`src/rtl/irqc_pkg.sv`:
```
package irqc_pkg;
    localparam int NSRC       = 11;
    localparam int NEXT       = 3;
    localparam int IDX_W      = $clog2(NSRC);
    localparam int VEC_W      = 14;
    localparam int VEC_STRIDE = 4;
    localparam int CTL_W      = NEXT + 1;

    // source indices, index 0 has the highest priority
    localparam int SRC_PWD  = 0;
    localparam int SRC_EXT2 = 1;
    localparam int SRC_HWR  = 2;
    localparam int SRC_HRD  = 3;
    localparam int SRC_S0TX = 4;
    localparam int SRC_S0RX = 5;
    localparam int SRC_SW1  = 6;
    localparam int SRC_SW0  = 7;
    localparam int SRC_S1TX = 8;
    localparam int SRC_S1RX = 9;
    localparam int SRC_TMR  = 10;

    typedef enum logic [1:0] {
        GATE_OPEN   = 2'd0,
        GATE_SETTLE = 2'd1,
        GATE_SHUT   = 2'd2
    } gate_state_e;

    // powerdown sits above every other vector slot
    function automatic logic [VEC_W-1:0] vector_of(input logic [IDX_W-1:0] idx);
        if (idx == IDX_W'(SRC_PWD))
            return VEC_W'(NSRC * VEC_STRIDE);
        return VEC_W'(int'(idx) * VEC_STRIDE);
    endfunction
endpackage

```
`src/rtl/irqc_pin_sense.sv`:
```
module irqc_pin_sense #(
    parameter int NPIN = 3
) (
    input  logic            clk,
    input  logic            rst_n,
    input  logic [NPIN-1:0] pin_n,
    input  logic [NPIN-1:0] edge_sel,
    output logic [NPIN-1:0] fall_ev,
    output logic [NPIN-1:0] lvl_req
);
    logic [NPIN-1:0] pin_q;
    logic [NPIN-1:0] pin_qq;

    always_ff @(posedge clk) begin
        if (!rst_n) begin
            pin_q  <= '1;
            pin_qq <= '1;
        end else begin
            pin_q  <= pin_n;
            pin_qq <= pin_q;
        end
    end

    for (genvar p = 0; p < NPIN; p++) begin : g_pin
        assign fall_ev[p] = edge_sel[p] & pin_qq[p] & ~pin_q[p];
        assign lvl_req[p] = ~edge_sel[p] & ~pin_q[p];
    end
endmodule

```
`src/rtl/irqc_src_latch.sv`:
```
module irqc_src_latch (
    input  logic clk,
    input  logic rst_n,
    input  logic set_ev,
    input  logic sw_set,
    input  logic sw_clr,
    input  logic ack_hit,
    output logic pend
);
    // software clear beats everything, a fresh event beats the acknowledge
    always_ff @(posedge clk) begin
        if (!rst_n)
            pend <= 1'b0;
        else if (sw_clr)
            pend <= 1'b0;
        else if (set_ev || sw_set)
            pend <= 1'b1;
        else if (ack_hit)
            pend <= 1'b0;
    end
endmodule

```
`src/rtl/irqc_gate_fsm.sv`:
```
module irqc_gate_fsm
    import irqc_pkg::*;
(
    input  logic clk,
    input  logic rst_n,
    input  logic mask_wr,
    input  logic gie_on,
    input  logic gie_off,
    output logic gate_open
);
    gate_state_e state_q;
    gate_state_e state_d;

    always_ff @(posedge clk) begin
        if (!rst_n)
            state_q <= GATE_OPEN;
        else
            state_q <= state_d;
    end

    always_comb begin
        state_d = state_q;
        unique case (state_q)
            GATE_OPEN: begin
                if (gie_off)      state_d = GATE_SHUT;
                else if (mask_wr) state_d = GATE_SETTLE;
            end
            GATE_SETTLE: begin
                if (gie_off)      state_d = GATE_SHUT;
                else if (mask_wr) state_d = GATE_SETTLE;
                else              state_d = GATE_OPEN;
            end
            GATE_SHUT: begin
                if (gie_off)      state_d = GATE_SHUT;
                else if (gie_on)  state_d = mask_wr ? GATE_SETTLE : GATE_OPEN;
            end
            default:              state_d = GATE_SHUT;
        endcase
    end

    always_comb begin
        gate_open = (state_q == GATE_OPEN);
    end
endmodule

```
`src/rtl/irqc_nest_track.sv`:
```
module irqc_nest_track
    import irqc_pkg::*;
#(
    parameter int STACK_DEPTH = 12,
    parameter int DEPTH_W     = $clog2(STACK_DEPTH + 1)
) (
    input  logic               clk,
    input  logic               rst_n,
    input  logic               push,
    input  logic               pop,
    input  logic [IDX_W-1:0]   push_idx,
    input  logic               nest_mode,
    output logic [NSRC-1:0]    allow,
    output logic [DEPTH_W-1:0] depth,
    output logic               empty,
    output logic               ovf
);
    localparam logic [DEPTH_W-1:0] FULL = DEPTH_W'(STACK_DEPTH);

    logic [NSRC-1:0] active_q;
    logic [NSRC-1:0] active_d;
    logic [NSRC-1:0] allow_nest;
    logic            seen;

    always_comb begin
        active_d = active_q;
        if (pop)
            active_d = active_d & (active_d - NSRC'(1));
        if (push)
            active_d = active_d | (NSRC'(1) << push_idx);
    end

    always_ff @(posedge clk) begin
        if (!rst_n) begin
            active_q <= '0;
            depth    <= '0;
            ovf      <= 1'b0;
        end else begin
            active_q <= active_d;
            if (push && !pop) begin
                if (depth == FULL) ovf <= 1'b1;
                else               depth <= depth + DEPTH_W'(1);
            end else if (pop && !push && depth != '0) begin
                depth <= depth - DEPTH_W'(1);
            end
        end
    end

    // nested: a source is allowed only above every in-service one
    always_comb begin
        seen = 1'b0;
        for (int i = 0; i < NSRC; i++) begin
            seen          = seen | active_q[i];
            allow_nest[i] = ~seen;
        end
    end

    assign allow = nest_mode ? allow_nest : {NSRC{~|active_q}};
    assign empty = (depth == '0);
endmodule

```
`src/rtl/irqc_prio_pick.sv`:
```
module irqc_prio_pick
    import irqc_pkg::*;
(
    input  logic [NSRC-1:0]  req,
    output logic             valid,
    output logic [IDX_W-1:0] idx
);
    always_comb begin
        valid = 1'b0;
        idx   = '0;
        for (int i = NSRC - 1; i >= 0; i--) begin
            if (req[i]) begin
                valid = 1'b1;
                idx   = IDX_W'(i);
            end
        end
    end
endmodule

```
`src/rtl/irqc_top.sv`:
```
module irqc_top
    import irqc_pkg::*;
#(
    parameter  int STACK_DEPTH = 12,
    localparam int DEPTH_W     = $clog2(STACK_DEPTH + 1)
) (
    input  logic               clk,
    input  logic               rst_n,
    input  logic [2:0]         ext_n,
    input  logic               pwd_req,
    input  logic               host_wr_req,
    input  logic               host_rd_req,
    input  logic               sp0_tx_req,
    input  logic               sp0_rx_req,
    input  logic               sp1_tx_req,
    input  logic               sp1_rx_req,
    input  logic               tmr_req,
    input  logic               mask_wr,
    input  logic [10:0]        mask_data,
    input  logic               ctl_wr,
    input  logic [3:0]         ctl_data,
    input  logic               fc_wr,
    input  logic [10:0]        fc_set,
    input  logic [10:0]        fc_clr,
    input  logic               gie_on,
    input  logic               gie_off,
    input  logic               ack,
    input  logic               rti,
    output logic               irq_valid,
    output logic [3:0]         irq_idx,
    output logic [13:0]        irq_vec,
    output logic [DEPTH_W-1:0] depth,
    output logic               stk_empty,
    output logic               stk_ovf
);
    logic [NSRC-1:0] mask_q;
    logic [NEXT-1:0] edge_q;
    logic            nest_q;

    always_ff @(posedge clk) begin
        if (!rst_n) begin
            mask_q <= '0;
            edge_q <= '0;
            nest_q <= 1'b0;
        end else begin
            if (mask_wr) mask_q <= mask_data;
            if (ctl_wr) begin
                edge_q <= ctl_data[NEXT-1:0];
                nest_q <= ctl_data[NEXT];
            end
        end
    end

    logic [NEXT-1:0] fall_ev;
    logic [NEXT-1:0] lvl_req;

    irqc_pin_sense #(.NPIN(NEXT)) u_pins (
        .clk      (clk),
        .rst_n    (rst_n),
        .pin_n    (ext_n),
        .edge_sel (edge_q),
        .fall_ev  (fall_ev),
        .lvl_req  (lvl_req)
    );

    logic [NSRC-1:0] set_ev;
    logic [NSRC-1:0] lvl_vec;

    always_comb begin
        set_ev           = '0;
        set_ev[SRC_PWD]  = pwd_req;
        set_ev[SRC_EXT2] = fall_ev[2];
        set_ev[SRC_HWR]  = host_wr_req;
        set_ev[SRC_HRD]  = host_rd_req;
        set_ev[SRC_S0TX] = sp0_tx_req;
        set_ev[SRC_S0RX] = sp0_rx_req;
        set_ev[SRC_S1TX] = sp1_tx_req | fall_ev[1];
        set_ev[SRC_S1RX] = sp1_rx_req | fall_ev[0];
        set_ev[SRC_TMR]  = tmr_req;
        lvl_vec           = '0;
        lvl_vec[SRC_EXT2] = lvl_req[2];
        lvl_vec[SRC_S1TX] = lvl_req[1];
        lvl_vec[SRC_S1RX] = lvl_req[0];
    end

    logic [NSRC-1:0]  pend;
    logic [NSRC-1:0]  ack_hit;
    logic             pick_valid;
    logic [IDX_W-1:0] pick_idx;
    logic             take;

    assign take = ack & pick_valid;

    for (genvar s = 0; s < NSRC; s++) begin : g_src
        assign ack_hit[s] = take & (pick_idx == IDX_W'(s));
        irqc_src_latch u_latch (
            .clk     (clk),
            .rst_n   (rst_n),
            .set_ev  (set_ev[s]),
            .sw_set  (fc_wr & fc_set[s]),
            .sw_clr  (fc_wr & fc_clr[s]),
            .ack_hit (ack_hit[s]),
            .pend    (pend[s])
        );
    end

    logic gate_open;

    irqc_gate_fsm u_gate (
        .clk       (clk),
        .rst_n     (rst_n),
        .mask_wr   (mask_wr),
        .gie_on    (gie_on),
        .gie_off   (gie_off),
        .gate_open (gate_open)
    );

    logic [NSRC-1:0] allow;

    irqc_nest_track #(
        .STACK_DEPTH (STACK_DEPTH),
        .DEPTH_W     (DEPTH_W)
    ) u_nest (
        .clk       (clk),
        .rst_n     (rst_n),
        .push      (take),
        .pop       (rti),
        .push_idx  (pick_idx),
        .nest_mode (nest_q),
        .allow     (allow),
        .depth     (depth),
        .empty     (stk_empty),
        .ovf       (stk_ovf)
    );

    logic [NSRC-1:0] elig;

    assign elig = (pend | lvl_vec)
                & (mask_q | (NSRC'(1) << SRC_PWD))
                & allow
                & {NSRC{gate_open}};

    irqc_prio_pick u_pick (
        .req   (elig),
        .valid (pick_valid),
        .idx   (pick_idx)
    );

    assign irq_valid = pick_valid;
    assign irq_idx   = pick_idx;
    assign irq_vec   = pick_valid ? vector_of(pick_idx) : '0;
endmodule

```
`config.mk`:
```
export PLATFORM = sky130hd
export DESIGN_NAME = irqc_top
export DESIGN_NICKNAME = d
export VERILOG_FILES = /design/src/rtl/irqc_pkg.sv /design/src/rtl/irqc_pin_sense.sv /design/src/rtl/irqc_src_latch.sv /design/src/rtl/irqc_gate_fsm.sv /design/src/rtl/irqc_nest_track.sv /design/src/rtl/irqc_prio_pick.sv /design/src/rtl/irqc_top.sv
export SDC_FILE = /design/constraint.sdc
export NUM_CORES = 1
export LEC_CHECK = 0
export BUFFER_PORTS_ARGS = -buffer_cell sky130_fd_sc_hd__buf_2
export CAP_MARGIN = 0
export CORE_UTILIZATION = 47
export CTS_BUF_LIST = sky130_fd_sc_hd__clkbuf_16
export DETAILED_ROUTE_END_ITERATION = 8
export HOLD_SLACK_MARGIN = 0.02
export PLACE_DENSITY_LB_ADDON = 0.08
export SLEW_MARGIN = 15
export SYNTH_ARGS = -nofsm -noshare
export SYNTH_HDL_FRONTEND = slang
export SYNTH_SLANG_ARGS = --single-unit
```
`constraint.sdc`:
```
create_clock -name clk -period 2.95 [get_ports clk]
set_input_delay 0.295 -clock clk [delete_from_list [all_inputs] [get_ports clk]]
set_output_delay 0.295 -clock clk [all_outputs]
set_load 0.01 [all_outputs]
```
==> impl_metrics.tcl, run 1 <==
set metrics [dict create \
    syn_avg_cell_area_sq_um 8.87 \
    critPathLaunchType "flop" \
    io_buffer_count 70 \
    ant_nets 0 \
    fin_crit_ns 2.84 \
    grtUsageTotal_pct 23.8 \
    areaGrowthSynthToFinish_pct 32.0 \
    synth.distinct_cells 71 \
    required_ns 3.10 \
    cts_buffers 5 \
    ys_seq_area_share_pct 35.5 \
    path_clk_slew_ns 0.07 \
    total_power_mw 2.14 \
    p_comb_share_pct 33.0 \
    period_share_pct 96.3 \
    grt_pass1_vias 2467 \
    p_sw_uw 678 \
    gp_congestion 0.866 \
    routedWlPerCell_microns 14.9 \
    use_met1_pct 33.3 \
    die_area_sq_um 6200 \
    timing.hold.ws_ns 0.183 \
    cts_root_buffer "clkbuf_16" \
    layout.cells.most_common "buf_2" \
    grt_max_degree 38 \
    core_sq_um 5570 \
    synth_cells 312 \
    met3_usage_pct 3.79 \
    skew_ns 0.00482 \
    yosys_warnings 0 \
    drt-pass1-iter-count 4 \
    fmax_mhz 352 \
    grt-busiest-layer "met2" \
    worstPathArrival_ns 2.99 \
    grt_pass1_wl_microns 11600 \
    num_vias 2684 \
    grt.overflow.total 0 \
    clkPwrFrac_pct 30.0 \
    synthFlopType "dfxtp_1" \
    viasPerCell 5.59 \
    rsz0062_at_grt "true" \
    final_cell_area_sq_um 3650 \
    syn_area_sq_um 2770 \
    fp-row-count 27 \
    cts_tree "yes" \
    swShare_pct 31.7 \
    ios 82 \
    powerDensity_nw_per_um2 586 \
    maxSlewHeadroom_pct 54.0 \
    die_w_microns 78.7 \
    status "complete, no violations" \
    clock_path_buffers 2 \
    crit_path_end_kind "flop" \
    routed_wl_microns 7130 \
    final_cell_mix "70 x buf_2, 44 x dfxtp_1, 29 x buf_4" \
    drt_iter0_drc 154 \
    setup_viol 0 \
    ys_seq_elements 49 \
    drv_slew 0 \
    antenna_found_initial 0 \
    power_frac_seq_pct 37.0 \
    path_max_fanout 6 \
    fin_tns_setup_ns 0 \
    postSynth.asyncResetShare_pct 0 \
    worst_slew_pin_slew_ns 0.689 \
    dp_hpwl_microns 5290 \
    cts_sinks 49 \
    nNetsFinal 470 \
    drc 0 \
    cts_max_level 2 \
    placed_area_sq_um 3330 \
    p_leak_nw 1.62 \
    synth_edf_count 0 \
    internal_power_mw 1.46 \
    fillers 504 \
    grtUsageMet2_pct 37.3 \
    initial_core_util_pct 49.6 \
    diodes 0 \
    hold_path.class "in2reg" \
    hold_viol 0 \
    die-height_microns 78.7 \
    drive_gt1_share_pct 37.3 \
    cts.hold.buffers_added 0 \
    clk_latency_ns 0.29 \
    worst_ir_drop_vdd_v 0.000419 \
    crit_type "reg2reg" \
    cap_violations 0 \
]
final timing paths:
| kind | end | startpoint | slack (ns) | cells past startpoint |
|---|---|---|---|---|
| hold reg to reg | u_nest.ovf | u_nest.ovf | 0.46 | 1 |
| hold / removal | u_pins.pin_q[2] | ext_n[2] | 0.18 | 2 |
| setup reg to reg | u_nest.depth[3] | u_nest.active_q[2] | 0.11 | 14 |
| setup / recovery | u_nest.depth[3] | u_nest.active_q[2] | 0.11 | 14 |
state kept, by name (all words and copies together), names as in the netlist:
register            cells
mask_q                 10
u_nest.active_q        11
edge_q                  3
u_gate.state_q          2
g_src.u_latch.pend     11
u_nest.ovf              1
nest_q                  1
u_nest.depth            4
u_pins.pin_q            3
u_pins.pin_qq           3
cell usage after synthesis (2+ instances only):
library cell	n	area share [%]
ha_1	5	2.3
buf_1	5	0.68
nor2b_1	6	1.4
o211a_1	2	0.72
inv_1	7	0.95
a221o_1	2	0.72
o21ai_0	12	2.2
nand2b_1	10	2.3
xor2_1	2	0.63
nand4b_1	2	0.63
mux2i_1	15	5.4
nand4_1	9	2.0
o31ai_1	3	0.81
and2_1	3	0.68
clkbuf_1	5	0.68
nor4_1	2	0.45
a21oi_1	19	3.4
dfxtp_1	49	35
nor3_1	8	1.4
a31oi_1	2	0.45
a221oi_1	5	1.6
inv_2	2	0.27
buf_4	10	2.7
nand3_1	13	2.4
and3_1	2	0.45
a41o_1	2	0.72
a221oi_2	4	2.2
or2_2	4	0.90
nand2_1	21	2.8
a32oi_1	2	0.63
a211oi_1	5	1.4
nor2_1	27	3.7
o211ai_1	3	0.81
o21a_1	7	1.9
worst max-delay path, stage by stage (launching register included):
cell	delay, ns
dfxtp_4	0.37
nor4_4	0.25
buf_4	0.19
buf_4	0.11
nand2_2	0.07
o32ai_4	0.31
o41ai_4	0.13
or2_4	0.28
buf_4	0.16
ha_4	0.27
a21oi_2	0.07
and2_1	0.15
mux2i_1	0.15
xor2_1	0.15
nor2_1	0.05
per-layer routing:
| metal | share of wire [%] | up-vias |
|---|---|---|
| li1 | - | 1341 |
| met3 | 4.2 | 10 |
| met2 | 45 | 78 |
| met5 | 0 | - |
| met4 | 1.6 | 0 |
| met1 | 49 | 1255 |
power groups by stage:
| stage | registers [mW] | clock network [mW] | logic (mW) |
|---|---|---|---|
| 2_1_floorplan | 0.791 | 0 | 0.401 |
| 3_3_place_gp | 0.792 | 0 | 0.624 |
| 3_5_place_dp | 0.794 | 0 | 0.632 |
| 4_1_cts | 0.779 | 0.652 | 0.656 |
| 5_1_grt | 0.798 | 0.676 | 0.781 |
| 6_report | 0.790 | 0.642 | 0.706 |
cells by family (layout without fill, tap and decap cells):
group	after synthesis	in the layout	share of synthesized area, %
compound gates	86	86	25.1
xor+xnor	3	3	0.950
fa+ha+maj	6	6	2.99
buf+inv	31	118	5.70
flops	49	49	35.5
mux	16	16	5.92
other cells	1	10	0.136
simple gates	120	120	23.7
through the flow:
step | utilization, % | worst slack, ns | std cells
floorplan | - | 0.0477 | 321
global placement | 59.8 | -0.0618 | 470
detailed placement | 59.8 | -0.143 | 470
CTS | 63.4 | 0.0286 | 479
global route | 65.5 | -0.0493 | 480
finish | 65.5 | 0.109 | 480
area by class of cell:
cell class	instances	area, sq um	share of cell area [%]
Clock buffer	5	125	3.43
Inverter	10	40.0	1.10
Multi-Input combinational cell	241	1790	48.9
Timing Repair Buffer	100	579	15.9
Clock inverter	3	41.3	1.13
Tap cell	72	90.1	2.47
Sequential cell	49	990	27.1
timing repair:
action / CTS / global route
pin swaps: 2 / 11
resized for setup: 5 / 23
setup endpoints to repair: 1 / 2
gates cloned: 0 / 0
setup buffers: 1 / 2
Power figures use the tool's default switching activity.
==> run 2: changes to the inputs <==
MAX_ROUTING_LAYER = met4   (was unset)
==> run 2 against run 1 <==
Against the previous run: total power down 0.26%; cell area unchanged; maximum frequency about the same; sequential power about the same; critical endpoint unchanged; largest cell class unchanged.
==> impl_metrics.tcl, run 2 (same netlist as run 1, synthesis figures left out) <==
set metrics [dict create \
    worstPathArrival_ns 2.99 \
    grt_pass1_wl_microns 11600 \
    grtUsageTotal_pct 24.5 \
    critPathTopFamily "simple AND/OR/NAND/NOR gates" \
    antenna_found_initial 0 \
    r2r-end "u_nest.depth[3]" \
    routedWlPerCell_microns 14.9 \
    ant_nets 0 \
    worst_ir_drop_vdd_v 0.000417 \
    grt_pass1_vias 2463 \
    skew_ns 0.00560 \
    fp-row-count 27 \
    drc 0 \
    dp_hpwl_microns 5290 \
    hold_viol 0 \
    drv_slew 0 \
    grt_max_degree 38 \
    slowest_delay_ns 0.37 \
    setup_ws_ns 0.111 \
    status "complete, no violations" \
    total_power_mw 2.13 \
    internal_power_mw 1.46 \
    drt_iter0_drc 154 \
    cpMostUsedCell "buf_4" \
    nNetsFinal 470 \
    p_comb_share_pct 33.0 \
    regToRegStartpoint "u_nest.active_q[2]" \
    gp_congestion 0.880 \
    layout.cells.most_common "buf_2" \
    cts.hold.buffers_added 0 \
    reg_top3 "g_src.u_latch.pend x11, u_nest.active_q x11, mask_q x10" \
    path_clk_slew_ns 0.07 \
    crit_chain "nor4_4 -> buf_4 -> buf_4 -> nand2_2 -> o32ai_4 -> o41ai_4 -> or2_4 -> buf_4 -> ha_4 -> a21oi_2 -> and2_1 -> mux2i_1 -> xor2_1 -> nor2_1" \
    fmax_mhz 352 \
    crit_path_end_kind "flop" \
    p_leak_nw 1.62 \
    cts_root_buffer "clkbuf_16" \
    cts_max_level 2 \
    cts_buffers 5 \
    critPathLaunchType "flop" \
    fin_crit_ns 2.84 \
    diodes 0 \
    setup.worst_path.start "u_nest.active_q[2]" \
    p_sw_uw 673 \
    final_cell_mix "70 x buf_2, 44 x dfxtp_1, 29 x buf_4" \
    setup_viol 0 \
    clock_path_buffers 2 \
    crit_slowest_cell "dfxtp_4" \
    required_ns 3.10 \
    die_w_microns 78.7 \
    cts_sinks 49 \
    cp.depth 14 \
    initial_core_util_pct 49.6 \
    swShare_pct 31.6 \
    drive_gt1_share_pct 37.3 \
    endpoint "u_nest.depth[3]" \
    hold_path.class "in2reg" \
    power_frac_seq_pct 37.0 \
    die_area_sq_um 6200 \
    clkPwrFrac_pct 29.9 \
    drt-pass1-iter-count 4 \
    areaGrowthSynthToFinish_pct 32.0 \
    grt.overflow.total 0 \
    maxSlewHeadroom_pct 53.4 \
    powerDensity_nw_per_um2 584 \
    cts_tree "yes" \
    r2r_cells 14 \
    path_max_fanout 6 \
    pre_cts_ws_ns -0.143 \
    ios 82 \
    routed_wl_microns 7130 \
    num_vias 2703 \
    die-height_microns 78.7 \
    path_buf_inv 3 \
    fin_util_pct 65.5 \
    clk_latency_ns 0.29 \
    reg2reg_slack_ns 0.11 \
    viasPerCell 5.63 \
    cap_violations 0 \
    rsz0062_at_grt "true" \
    core_sq_um 5570 \
    worst_slew_pin_slew_ns 0.698 \
    crit_type "reg2reg" \
    period_share_pct 96.2 \
    io_buffer_count 70 \
]
run 2: cell counts in the layout (fill, tap and decap cells not counted):
No cell type changed its count.
run 2: final cells by class:
type,count,area (sq um)
clock buffers,5,125
flip-flops and latches,49,990
clock inverters,3,41.3
repair buffers,100,579
well taps,72,90.1
fillers,504,1920
inverters,10,40.0
multi-input cells,241,1790
run 2: worst min-delay path by stage:
stage	to	slack, ns	depth (start not counted)	startpoint
detailed placement	u_pins.pin_qq[0]	0.45	1	u_pins.pin_q[0]
global route	u_pins.pin_q[0]	0.18	2	ext_n[0]
floorplan	u_pins.pin_q[0]	0.37	1	rst_n
finish	u_pins.pin_q[2]	0.18	2	ext_n[2]
global placement	u_nest.ovf	0.44	1	u_nest.ovf
CTS	u_pins.pin_q[2]	0.18	2	ext_n[2]
run 2: power groups by stage:
stage          clock (mW)  sequential (mW)  combinational, mW
2_1_floorplan           0            0.791              0.401
3_3_place_gp            0            0.792              0.624
3_5_place_dp            0            0.794              0.632
4_1_cts             0.652            0.779              0.656
5_1_grt             0.677            0.798              0.781
6_report            0.638            0.790              0.704
run 2: per-stage QoR:
stage	instance area [sq um]	hold slack, ns	cells	TNS (ns)
finish	3650	0.183	480	0
global route	3650	0.181	480	-0.0493
CTS	3540	0.182	479	0
detailed placement	3330	0.452	470	-0.143
global placement	3330	0.444	470	-0.0618
floorplan	2800	0.368	321	0
run 2: worst reg2reg max path, cell delays in order, from the launching register on:
cell     delay, ns
dfxtp_4       0.37
nor4_4        0.25
buf_4         0.19
buf_4         0.12
nand2_2       0.07
o32ai_4       0.31
o41ai_4       0.13
or2_4         0.28
buf_4         0.16
ha_4          0.27
a21oi_2       0.07
and2_1        0.15
mux2i_1       0.15
xor2_1        0.15
nor2_1        0.05
run 2: metal layers:
metal | part of all wire (%) | global-route usage, % | up-vias
met1 | 48 | 33.7 | 1270
met5 | 0 | - | -
li1 | - | - | 1337
met2 | 45 | 37.2 | 86
met4 | 1.6 | 7.59 | 0
met3 | 5.9 | 3.45 | 10
run 2: repair_timing:
item	in CTS	in global routing
pin swaps	2	11
endpoints found under the setup margin	1	2
setup buffers	1	2
gates resized for setup	5	23
==> run 3: changes to the inputs <==
BUFFER_PORTS_ARGS = unset   (was -buffer_cell sky130_fd_sc_hd__buf_2)
CORE_ASPECT_RATIO = 0.8   (was unset)
CORE_UTILIZATION = 55   (was 47)
DONT_BUFFER_PORTS = 1   (was unset)
REMOVE_ABC_BUFFERS = 1   (was unset)
==> run 3 against run 2 <==
Against the previous run: count of clock-buffer cells in the layout is the same; critical path type unchanged; cell area shrank 12%; global-route usage grew 3.9 points; sequential power grew 2%; clock skew grew 0.0034 ns; combinational power shrank 18%.
==> impl_metrics.tcl, run 3 (same netlist as run 1, synthesis figures left out) <==
set metrics [dict create \
    power_frac_seq_pct 41.2 \
    cts_sinks 49 \
    path_buf_inv 3 \
    cts_root_buffer "clkbuf_16" \
    p_leak_nw 1.28 \
    cap_violations 0 \
    required_ns 3.11 \
    critPathLaunchType "flop" \
    grt_max_degree 38 \
    die_area_sq_um 5320 \
    drive_gt1_share_pct 22.5 \
    dp_hpwl_microns 5100 \
    p_sw_uw 642 \
    powerDensity_nw_per_um2 609 \
    cts.hold.buffers_added 0 \
    core_sq_um 4710 \
    instances_no_fill 393 \
    internal_power_mw 1.31 \
    pre_cts_ws_ns -0.0601 \
    clk_latency_ns 0.30 \
    ant_nets 0 \
    clkPwrFrac_pct 29.3 \
    drc 0 \
    r2r_cells 14 \
    fmax_mhz 351 \
    status "complete, no violations" \
    grt_pass1_wl_microns 10900 \
    p_comb_share_pct 29.5 \
    drv_slew 0 \
    regToRegStartpoint "u_nest.active_q[4]" \
    path_max_fanout 5 \
    crit_slowest_cell "dfxtp_2" \
    num_vias 2475 \
    drt_iter0_drc 188 \
    layout.cells.most_common "dfxtp_1" \
    crit_path_end_kind "flop" \
    diodes 0 \
    crit_type "reg2reg" \
    setup_ws_ns 0.0970 \
    grt_pass1_vias 2298 \
    viasPerCell 6.30 \
    critPathTopFamily "simple AND/OR/NAND/NOR gates" \
    worst_ir_drop_vdd_v 0.000412 \
    skew_ns 0.00905 \
    drt-pass1-iter-count 5 \
    die-height_microns 65.4 \
    min_from "rst_n" \
    routedWlPerCell_microns 18.0 \
    setup_viol 0 \
    reg2reg_slack_ns 0.1 \
    grt.overflow.total 0 \
    reg_top3 "g_src.u_latch.pend x11, u_nest.active_q x11, mask_q x10" \
    antenna_found_initial 0 \
    final_cell_mix "43 x dfxtp_1, 27 x nor2_1, 23 x buf_4" \
    r2r-end "u_nest.depth[3]" \
    fin_util_pct 68.0 \
    setup.worst_path.start "u_nest.active_q[4]" \
    crit_chain "nor4_4 -> buf_4 -> buf_4 -> o211ai_2 -> o211ai_1 -> o41ai_4 -> or2_4 -> buf_6 -> ha_4 -> a21oi_2 -> and2_1 -> mux2i_1 -> xor2_1 -> nor2_1" \
    fp-row-count 22 \
    dpl.cell_count 384 \
    gp_congestion 0.910 \
    path_clk_slew_ns 0.07 \
    routed_wl_microns 7070 \
    placed_area_sq_um 2940 \
    grtUsageTotal_pct 28.4 \
    nNetsFinal 395 \
    hold_end "u_pins.pin_qq[2]" \
    worst_slew_pin_slew_ns 0.698 \
    die_w_microns 81.3 \
    maxSlewHeadroom_pct 53.4 \
    initial_core_util_pct 58.8 \
    areaGrowthSynthToFinish_pct 15.7 \
    ios 82 \
    cts_tree "yes" \
    hold_path.class "in2reg" \
    fin_crit_ns 2.85 \
    final_cell_area_sq_um 3200 \
    io_buffer_count 0 \
    hold_depth 1 \
    hold_viol 0 \
    swShare_pct 33.0 \
    cpMostUsedCell "buf_4" \
    cts_max_level 2 \
    clock_path_buffers 2 \
    period_share_pct 96.7 \
    cts_buffers 5 \
    worstPathArrival_ns 3.01 \
    slowest_delay_ns 0.34 \
]
-- run 3: cell count changes in the layout (fill, tap and decap cells not counted), sizes merged --
cell and delta:
inv +1, buf -75, bufinv -1
-- run 3: layout make-up --
cell class / count / area (sq um)
Clock buffer: 5 / 125
Clock inverter: 3 / 20.0
Fill cell: 379 / 1510
Inverter: 10 / 40.0
Multi-Input combinational cell: 241 / 1760
Sequential cell: 49 / 988
Tap cell: 60 / 75.1
Timing Repair Buffer: 25 / 195
-- run 3: repair_timing --
action | 4_1_cts | 5_1_grt
setup buffers | 1 | 1
setup endpoints to repair | 2 | 2
pin swaps | 1 | 11
gates resized for setup | 5 | 21
-- run 3: how the worst max path moves through the flow --
stage	endpoint	slack (ns)	cells after the start
2_1_floorplan	u_nest.depth[3]	-0.02	14
3_3_place_gp	u_nest.depth[3]	0.0009	16
3_5_place_dp	u_nest.depth[3]	-0.06	16
4_1_cts	u_nest.depth[3]	0.005	14
5_1_grt	u_nest.depth[3]	-0.03	15
6_report	u_nest.depth[3]	0.1	14
-- run 3: power groups by stage --
stage	combinational (mW)	clock, mW	sequential (mW)
after floorplan	0.377	0	0.793
after global placement	0.501	0	0.808
after detailed placement	0.514	0	0.810
after CTS	0.533	0.583	0.795
after global routing	0.642	0.608	0.813
final	0.575	0.571	0.804
-- run 3: through the flow --
stage          hold WS (ns)  total power [mW]  TNS [ns]
3_3_place_gp          0.371              1.31         0
6_report             0.0694              1.95         0
2_1_floorplan         0.368              1.17   -0.0231
4_1_cts              0.0703              1.91         0
5_1_grt              0.0658              2.06   -0.0316
3_5_place_dp          0.375              1.32   -0.0601
-- run 3: per-layer routing --
metal | vias up | track usage [%] | wire [microns]
li1 | 1190 | - | -
met1 | 1171 | 36.9 | 3340
met2 | 108 | 44.4 | 3190
met3 | 6 | 8.19 | 487
met4 | 0 | 4.91 | 53
met5 | - | - | 0
